[src/rtl/pclk_pkg.sv]
// Shared types and field decoding for the programmable clock channel.
// Assumes an 8-bit configuration register and a 3-bit prescaler.
package pclk_pkg;

    localparam int REG_W   = 8;
    localparam int PRES_W  = 3;
    localparam int IDX_W   = 3;
    localparam int PRES_MAX = 6;

    typedef enum logic [1:0] {
        LAY_A = 2'd0,
        LAY_B = 2'd1,
        LAY_C = 2'd2
    } layout_e;

    typedef struct packed {
        logic [IDX_W-1:0]  idx;
        logic [PRES_W-1:0] pres;
        logic              ok;
    } cfg_fields_t;

    // Bits that exist in a given layout; all others read back as zero.
    function automatic logic [REG_W-1:0] field_mask(layout_e lay);
        case (lay)
            LAY_C:   return 8'h77;
            LAY_B:   return 8'h9F;
            default: return 8'h1F;
        endcase
    endfunction

    // Extract effective source index and prescaler, and judge legality.
    function automatic cfg_fields_t decode(layout_e lay, logic [REG_W-1:0] v, int nsrc);
        cfg_fields_t f;
        if (lay == LAY_C) begin
            f.idx  = v[2:0];
            f.pres = v[6:4];
        end else begin
            f.idx  = {1'b0, v[1:0]};
            f.pres = v[4:2];
            if (lay == LAY_B && v[7] && v[1:0] == 2'b00)
                f.idx = 3'd4;
        end
        f.ok = (f.pres != 3'd7) && (int'(f.idx) < nsrc);
        return f;
    endfunction

endpackage

[src/rtl/pclk_cfg_reg.sv]
// Configuration register for one channel. Accepts a write only while the
// channel is off and only when the decoded fields are legal; presents the
// decoded source index and prescaler of the stored value.
// Assumes cfg_we is a single-cycle strobe synchronous to clk.
module pclk_cfg_reg
    import pclk_pkg::*;
#(
    parameter layout_e LAYOUT  = LAY_C,
    parameter int      NUM_SRC = 5
) (
    input  logic              clk,
    input  logic              rst_n,
    input  logic              we,
    input  logic [REG_W-1:0]  wdata,
    input  logic              locked,
    output logic [REG_W-1:0]  rdata,
    output logic [IDX_W-1:0]  src_idx,
    output logic [PRES_W-1:0] pres
);

    localparam logic [REG_W-1:0] MASK = field_mask(LAYOUT);

    logic [REG_W-1:0] reg_q;
    cfg_fields_t      wr_f;
    cfg_fields_t      cur_f;

    // Decode the incoming write and the stored value.
    always_comb begin
        wr_f  = decode(LAYOUT, wdata, NUM_SRC);
        cur_f = decode(LAYOUT, reg_q, NUM_SRC);
    end

    // Store a legal write while the channel is off.
    always_ff @(posedge clk) begin
        if (!rst_n)
            reg_q <= '0;
        else if (we && !locked && wr_f.ok)
            reg_q <= wdata & MASK;
    end

    assign rdata   = reg_q;
    assign src_idx = cur_f.idx;
    assign pres    = cur_f.pres;


    cfg_lock_chk: assert property (@(posedge clk) disable iff (!rst_n)
        (we && locked) |=> $stable(reg_q));


    bad_write_chk: assert property (@(posedge clk) disable iff (!rst_n)
        (we && !wr_f.ok) |=> $stable(reg_q));

endmodule

[src/rtl/pclk_src_sel.sv]
// Source tick selector: forwards the tick of the chosen source.
// Assumes src_idx values at or above NUM_SRC never occur (filtered on write).
module pclk_src_sel
    import pclk_pkg::*;
#(
    parameter int NUM_SRC = 5
) (
    input  logic [NUM_SRC-1:0] ticks,
    input  logic [IDX_W-1:0]   src_idx,
    output logic               tick_sel
);

    logic [NUM_SRC-1:0] hit;

    // One match line per source.
    genvar g;
    generate
        for (g = 0; g < NUM_SRC; g++) begin : g_src
            assign hit[g] = ticks[g] && (int'(src_idx) == g);
        end
    endgenerate

    // Merge the match lines.
    assign tick_sel = |hit;

endmodule

[src/rtl/pclk_divider.sv]
// Power-of-two divider with on/off control and a ready flag. Counts
// selected ticks, toggles the output each 2^(P-1) ticks, and passes ticks
// through one cycle later when P is zero.
// Assumes pres stays fixed while the channel is on.
module pclk_divider
    import pclk_pkg::*;
#(
    parameter int PRES_LIM = PRES_MAX
) (
    input  logic              clk,
    input  logic              rst_n,
    input  logic              on_set,
    input  logic              on_clr,
    input  logic              tick,
    input  logic [PRES_W-1:0] pres,
    output logic              div_out,
    output logic              ready,
    output logic              running
);

    localparam int MAX_HALF = 1 << (PRES_LIM - 1);
    localparam int CNT_W    = (MAX_HALF > 1) ? $clog2(MAX_HALF) : 1;

    logic [CNT_W-1:0] cnt_q;
    logic [CNT_W-1:0] half_m1;
    logic             out_q;
    logic             rdy_q;
    logic             en_q;

    // Terminal count for the active prescaler.
    always_comb begin
        half_m1 = '0;
        for (int i = 1; i <= PRES_LIM; i++)
            if (int'(pres) == i)
                half_m1 = CNT_W'((1 << (i - 1)) - 1);
    end

    // Channel state, tick counter, output and ready flag.
    always_ff @(posedge clk) begin
        if (!rst_n) begin
            en_q  <= 1'b0;
            cnt_q <= '0;
            out_q <= 1'b0;
            rdy_q <= 1'b0;
        end else if (on_clr) begin
            en_q  <= 1'b0;
            cnt_q <= '0;
            out_q <= 1'b0;
            rdy_q <= 1'b0;
        end else if (on_set && !en_q) begin
            en_q  <= 1'b1;
            cnt_q <= '0;
            out_q <= 1'b0;
        end else if (en_q) begin
            if (pres == '0) begin
                out_q <= tick;
                if (tick)
                    rdy_q <= 1'b1;
            end else if (tick) begin
                if (cnt_q == half_m1) begin
                    cnt_q <= '0;
                    out_q <= ~out_q;
                    if (out_q)
                        rdy_q <= 1'b1;
                end else begin
                    cnt_q <= cnt_q + 1'b1;
                end
            end
        end
    end

    assign div_out = out_q;
    assign ready   = rdy_q;
    assign running = en_q;


    off_quiet_chk: assert property (@(posedge clk) disable iff (!rst_n)
        !en_q |-> (!out_q && !rdy_q));


    start_clean_chk: assert property (@(posedge clk) disable iff (!rst_n)
        (on_set && !on_clr && !en_q) |=> (cnt_q == '0 && !out_q));


    cnt_bound_chk: assert property (@(posedge clk) disable iff (!rst_n)
        (en_q && pres != '0) |-> (cnt_q <= half_m1));


    off_wins_chk: assert property (@(posedge clk) disable iff (!rst_n)
        on_clr |=> !en_q);

endmodule

[src/rtl/pclk_chan.sv]
// Programmable clock output channel: configuration register, source
// selector and divider, plus placement of the ready flag in the shared
// status word. Assumes all source ticks are synchronous to clk.
module pclk_chan
    import pclk_pkg::*;
#(
    parameter layout_e LAYOUT  = LAY_C,
    parameter int      CHAN_ID = 0,
    parameter int      NUM_SRC = 5,
    parameter int      STAT_W  = 16
) (
    input  logic                clk,
    input  logic                rst_n,
    input  logic                cfg_we,
    input  logic [REG_W-1:0]    cfg_wdata,
    output logic [REG_W-1:0]    cfg_rdata,
    input  logic                on_strobe,
    input  logic                off_strobe,
    input  logic [NUM_SRC-1:0]  src_tick,
    output logic                clk_out,
    output logic [STAT_W-1:0]   status_word
);

    localparam int RDY_BIT = CHAN_ID + 8;

    logic [IDX_W-1:0]  src_idx;
    logic [PRES_W-1:0] pres;
    logic              tick_sel;
    logic              ready;
    logic              running;

    pclk_cfg_reg #(
        .LAYOUT  (LAYOUT),
        .NUM_SRC (NUM_SRC)
    ) u_cfg (
        .clk     (clk),
        .rst_n   (rst_n),
        .we      (cfg_we),
        .wdata   (cfg_wdata),
        .locked  (running),
        .rdata   (cfg_rdata),
        .src_idx (src_idx),
        .pres    (pres)
    );

    pclk_src_sel #(
        .NUM_SRC (NUM_SRC)
    ) u_sel (
        .ticks    (src_tick),
        .src_idx  (src_idx),
        .tick_sel (tick_sel)
    );

    pclk_divider #(
        .PRES_LIM (PRES_MAX)
    ) u_div (
        .clk     (clk),
        .rst_n   (rst_n),
        .on_set  (on_strobe),
        .on_clr  (off_strobe),
        .tick    (tick_sel),
        .pres    (pres),
        .div_out (clk_out),
        .ready   (ready),
        .running (running)
    );

    // Place the ready flag at this channel's status bit.
    always_comb begin
        status_word          = '0;
        status_word[RDY_BIT] = ready;
    end


    status_onehot_chk: assert property (@(posedge clk) disable iff (!rst_n)
        $onehot0(status_word));


    reset_state_chk: assert property (@(posedge clk)
        !rst_n |=> (!clk_out && status_word == '0 && cfg_rdata == '0));

endmodule

[config.mk]
export PLATFORM = sky130hd
export DESIGN_NAME = pclk_chan
export DESIGN_NICKNAME = d
export VERILOG_FILES = /design/src/rtl/pclk_pkg.sv /design/src/rtl/pclk_cfg_reg.sv /design/src/rtl/pclk_src_sel.sv /design/src/rtl/pclk_divider.sv /design/src/rtl/pclk_chan.sv
export SDC_FILE = /design/constraint.sdc
export NUM_CORES = 1
export LEC_CHECK = 0
export CORE_MARGIN = 3
export CORE_UTILIZATION = 40
export CTS_BUF_LIST = sky130_fd_sc_hd__clkbuf_4 sky130_fd_sc_hd__clkbuf_8
export DETAILED_ROUTE_END_ITERATION = 12
export PLACE_DENSITY = 0.76
export SLEW_MARGIN = 20
export SYNTH_ARGS = -nofsm -noshare
export SYNTH_HDL_FRONTEND = slang
export SYNTH_SLANG_ARGS = --single-unit
[constraint.sdc]
create_clock -name clk -period 3.85 [get_ports clk]
set_clock_uncertainty 0.05 [all_clocks]
set_input_delay 0.77 -clock clk [delete_from_list [all_inputs] [get_ports clk]]
set_output_delay 0.77 -clock clk [all_outputs]
set_load 0.02 [all_outputs]
==> impl_table.tex <==
\begin{tabular}{lr}
\hline
Metric & Value \\
\hline
\multicolumn{2}{l}{\textbf{CTS}} \\
\quad Bufs on Longest Clock Path & 2 \\
\quad Clock-pin transition on the worst setup and hold timing paths & 0.09 ns \\
\quad Number of clock buffers inserted by TritonCTS & 3 \\
\quad Hold-fix buffer count after cts & 0 \\
\quad CTS resizes & 0 \\
\quad Clock tree sinks & 14 \\
\quad H-tree levels & 1 \\
\quad Post CTS Setup Buffer Count & 0 \\
\quad Later-pin clock latency in the skew report & 0.28 ns \\
\quad Clock Root Buffer & sky130\_fd\_sc\_hd\_\_clkbuf\_4 \\
\quad TritonCTS clock tree & built \\
\multicolumn{2}{l}{\textbf{STA}} \\
\quad Slew headroom & 55.8\% \\
\quad Final setup violation count & 0 \\
\quad Final critical delay including setup and external delays & 2.40 ns \\
\quad Achievable Freq & 417 MHz \\
\quad Fin Setup TNS & 0 ns \\
\quad Setup repair after global routing missed its margin & no \\
\quad Post-route fraction of the period consumed by the critical path & 62.3\% \\
\quad Final-report hold violation count & 0 \\
\quad Final Max Slew Viols & 0 \\
\quad Transition time at the pin with the least slew margin & 0.660 ns \\
\multicolumn{2}{l}{\textbf{Global routing}} \\
\quad Overflow after GRT & 0 \\
\quad Met2 Usage GRT & 26.6\% \\
\quad Global routing met3 resource utilization & 2.68\% \\
\quad Global-route wire length before repair & 3.36 mm \\
\quad Largest net degree at the start of global routing & 10 \\
\quad Met1 track demand over resource & 17.6\% \\
\quad Overall Global Routing Usage & 15.3\% \\
\quad Most utilized layer in the global route result & met2 \\
\quad Vias in the first global route & 833 \\
\quad Antenna violations before repair & 0 \\
\multicolumn{2}{l}{\textbf{Setup path}} \\
\quad Setup Crit Path Kind & input pin to register \\
\quad Kind of launch point of the worst setup path & input pin \\
\quad Critical Path Fanout Max & 6 \\
\quad Endpoint arrival time on the critical path & 2.53 ns \\
\quad Critical R2R Launch & u\_cfg.rdata[5] \\
\quad Critical path endpoint category & register \\
\quad Data required time at the worst endpoint & 3.98 ns \\
\quad Crit-path slowest cell & sky130\_fd\_sc\_hd\_\_mux4\_2 \\
\quad Critical-path cell list & clkdlybuf4s50\_1 > mux4\_2 > a21oi\_1 > nor2\_1 > nand2\_1 > nor3\_1 > a211o\_1 \\
\quad Critical path origin & src\_tick[3] \\
\quad Max incr delay on CP & 0.46 ns \\
\multicolumn{2}{l}{\textbf{Die}} \\
\quad Count of boundary I/O pins & 43 \\
\quad Height of the chip & 55.0 µm \\
\quad Initial cell density of the core & 42.6\% \\
\quad Die Width & 55.0 µm \\
\quad Die ar. & 0.00303 mm² \\
\quad Area of the core region & 0.00225 mm² \\
\quad Row count & 17 \\
\multicolumn{2}{l}{\textbf{Yosys}} \\
\quad Mapped Avg Cell Area & 8.66 µm² \\
\quad Post-synthesis register bit count & 14 \\
\quad Fraction of the mapped netlist area in compound gates & 20.7\% \\
\quad Synth Area in Simple Gates & 22.0\% \\
\quad Main combinational cell family by area after synthesis & simple AND/OR/NAND/NOR gates \\
\quad Fraction of the mapped netlist area in adder cells & 1.30\% \\
\quad Main flop type after synthesis & sky130\_fd\_sc\_hd\_\_dfxtp\_1 \\
\quad Share of synthesized flip-flops with an asynchronous set or reset & 0\% \\
\quad Post-synth design cell area & 961 µm² \\
\quad Xor and xnor area share after synthesis & 0.911\% \\
\quad Number of distinct library cell variants in the gate-level netlist after synthesis & 40 \\
\quad Gate count of the mapped netlist & 111 \\
\quad Post-synth EDFFs & 0 \\
\quad Post-synthesis sequential area ratio & 29.2\% \\
\quad Synth warnings & 0 \\
\quad Mux share of post-synthesis cell area & 7.55\% \\
\multicolumn{2}{l}{\textbf{Finish}} \\
\quad Fin nets & 153 \\
\quad Final-layout fill cell count & 232 \\
\quad Combined area of the multi-input logic cells & 568 µm² \\
\quad Diodes inserted & 0 \\
\quad FF+latch area & 280 µm² \\
\quad Post-Layout Cell Count & 161 \\
\quad Fraction of final layout cells with drive strength greater than 1 & 10.5\% \\
\quad Growth of design area from synthesis to finish & 22.0\% \\
\multicolumn{2}{l}{\textbf{Route}} \\
\quad Post-route DRC violation count & 0 \\
\quad DR vias & 851 \\
\quad Count of TritonRoute iterations in the first routing pass & 4 \\
\quad Antenna violation net count after detailed routing & 0 \\
\quad Detailed router's first-iteration violation count & 13 \\
\quad Detailed-route wire length per cell & 12.3 µm \\
\quad Detailed Route WL & 1.97 mm \\
\quad Vias per cell & 5.29 \\
\multicolumn{2}{l}{\textbf{Placed design}} \\
\quad Estimated wirelength of the detail-placed design & 1.56 mm \\
\quad Number of cells in the design after placement & 157 \\
\quad Count of port buffers added during placement & 23 \\
\quad Global placer's final weighted congestion & 0.833 \\
\multicolumn{2}{l}{\textbf{Hold path}} \\
\quad Hold Crit Start & u\_div.div\_out \\
\quad Hold/Removal Path Class & register to register \\
\multicolumn{2}{l}{\textbf{Run status}} \\
\quad Outcome & finished, final reports clean \\
\multicolumn{2}{l}{\textbf{Power and ir drop}} \\
\quad Total power draw & 0.356 mW \\
\quad Leakage power & 0.458 nW \\
\quad Power density of the placed cells & 304 mW/mm² \\
\quad Worst vdd rail ir drop & 0.000178 V \\
\multicolumn{2}{l}{\textbf{Flow run}} \\
\quad Max Cap Viol & 0 \\
\hline
\end{tabular}
-- flip-flops by register name (all words and copies together) (netlist names) --
name and count:
u_div.running 1, u_div.cnt_q 5, u_div.div_out 1, u_div.ready 1
u_cfg.rdata 6
-- final timing paths --
check,end,slack (ns),cells after the start
setup / recovery,u_div.cnt_q[4],1.45,7
hold reg to reg,u_div.div_out,0.47,2
setup reg to reg,u_div.cnt_q[4],1.76,6
hold / removal,u_div.div_out,0.47,2
-- critical path: cells and delay by family --
family                 cells  cell delay (ns)
AND/OR/NAND/NOR            3             0.37
multiplexers               1             0.46
AO/OA/AOI/OAI              2             0.55
buffers and inverters      1             0.39
-- cells in the mapped netlist, types with 2 or more instances --
cell type                  count  area [µm²]
sky130_fd_sc_hd__a211oi_1      2        15.0
sky130_fd_sc_hd__a21oi_1       4        20.0
sky130_fd_sc_hd__a31o_1        2        17.5
sky130_fd_sc_hd__buf_4        19         143
sky130_fd_sc_hd__clkbuf_1      2        7.51
sky130_fd_sc_hd__dfxtp_1      14         280
sky130_fd_sc_hd__inv_1         4        15.0
sky130_fd_sc_hd__inv_2         2        7.51
sky130_fd_sc_hd__mux2i_1       5        50.1
sky130_fd_sc_hd__nand2_1       5        18.8
sky130_fd_sc_hd__nand2b_1      2        12.5
sky130_fd_sc_hd__nand3_1       4        20.0
sky130_fd_sc_hd__nand4b_1      2        17.5
sky130_fd_sc_hd__nor2_1        7        26.3
sky130_fd_sc_hd__nor2b_1       4        25.0
sky130_fd_sc_hd__nor3_1        4        20.0
sky130_fd_sc_hd__o21ai_0       4        20.0
sky130_fd_sc_hd__o221a_2       3        33.8
-- power breakdown --
group	switching [mW]	leakage [nW]	total [mW]	internal, mW
Combinational	0.0500	0.323	0.0909	0.0409
Sequential	0.00862	0.114	0.158	0.150
Clock	0.0490	0.0210	0.107	0.0575
Total	0.108	0.458	0.356	0.248
-- final cells by class --
cell class,instances,area share [%]
clock buffers,4,3.09
inverters,6,1.92
multi-input cells,86,48.5
flip-flops and latches,14,23.9
well taps,28,2.99
repair buffers,23,19.6
-- through the flow --
stage | hold WS [ns] | utilization (%) | setup WS [ns] | instance area, µm²
2_1_floorplan | 0.425 | - | 1.70 | 1020
3_3_place_gp | 0.440 | 50.4 | 1.18 | 1140
3_5_place_dp | 0.443 | 50.4 | 1.14 | 1140
4_1_cts | 0.462 | 52.0 | 1.46 | 1170
5_1_grt | 0.510 | 52.0 | 1.33 | 1170
6_report | 0.466 | 52.0 | 1.45 | 1170
-- routing by layer --
| layer | vias up | share of wire, % |
|---|---|---|
| met5 | - | 0 |
| met4 | 0 | 2.0 |
| met3 | 6 | 7.1 |
| met2 | 42 | 49 |
| met1 | 386 | 42 |
| li1 | 417 | - |
-- cells in the final DEF (no fill, tap or decap), types with 4 or more instances in the layout --
cell / instances
sky130_fd_sc_hd__o21ai_0: 4
sky130_fd_sc_hd__nor2b_1: 4
sky130_fd_sc_hd__nand2_1: 5
sky130_fd_sc_hd__nand3_1: 4
sky130_fd_sc_hd__nor2_1: 7
sky130_fd_sc_hd__mux2i_1: 5
sky130_fd_sc_hd__inv_1: 4
sky130_fd_sc_hd__nor3_1: 4
sky130_fd_sc_hd__conb_1: 17
sky130_fd_sc_hd__a21oi_1: 4
sky130_fd_sc_hd__dfxtp_1: 14
sky130_fd_sc_hd__clkdlybuf4s50_1: 23
-- cell families after synthesis --
| group | Yosys count |
|---|---|
| AND/OR/NAND/NOR | 37 |
| buffers and inverters | 27 |
| AO/OA/AOI/OAI | 24 |
| flip-flops | 14 |
| multiplexers | 6 |
| adder cells (fa/ha/maj) | 1 |
| other | 1 |
| XOR/XNOR | 1 |
(Power assumes the default switching activity.)
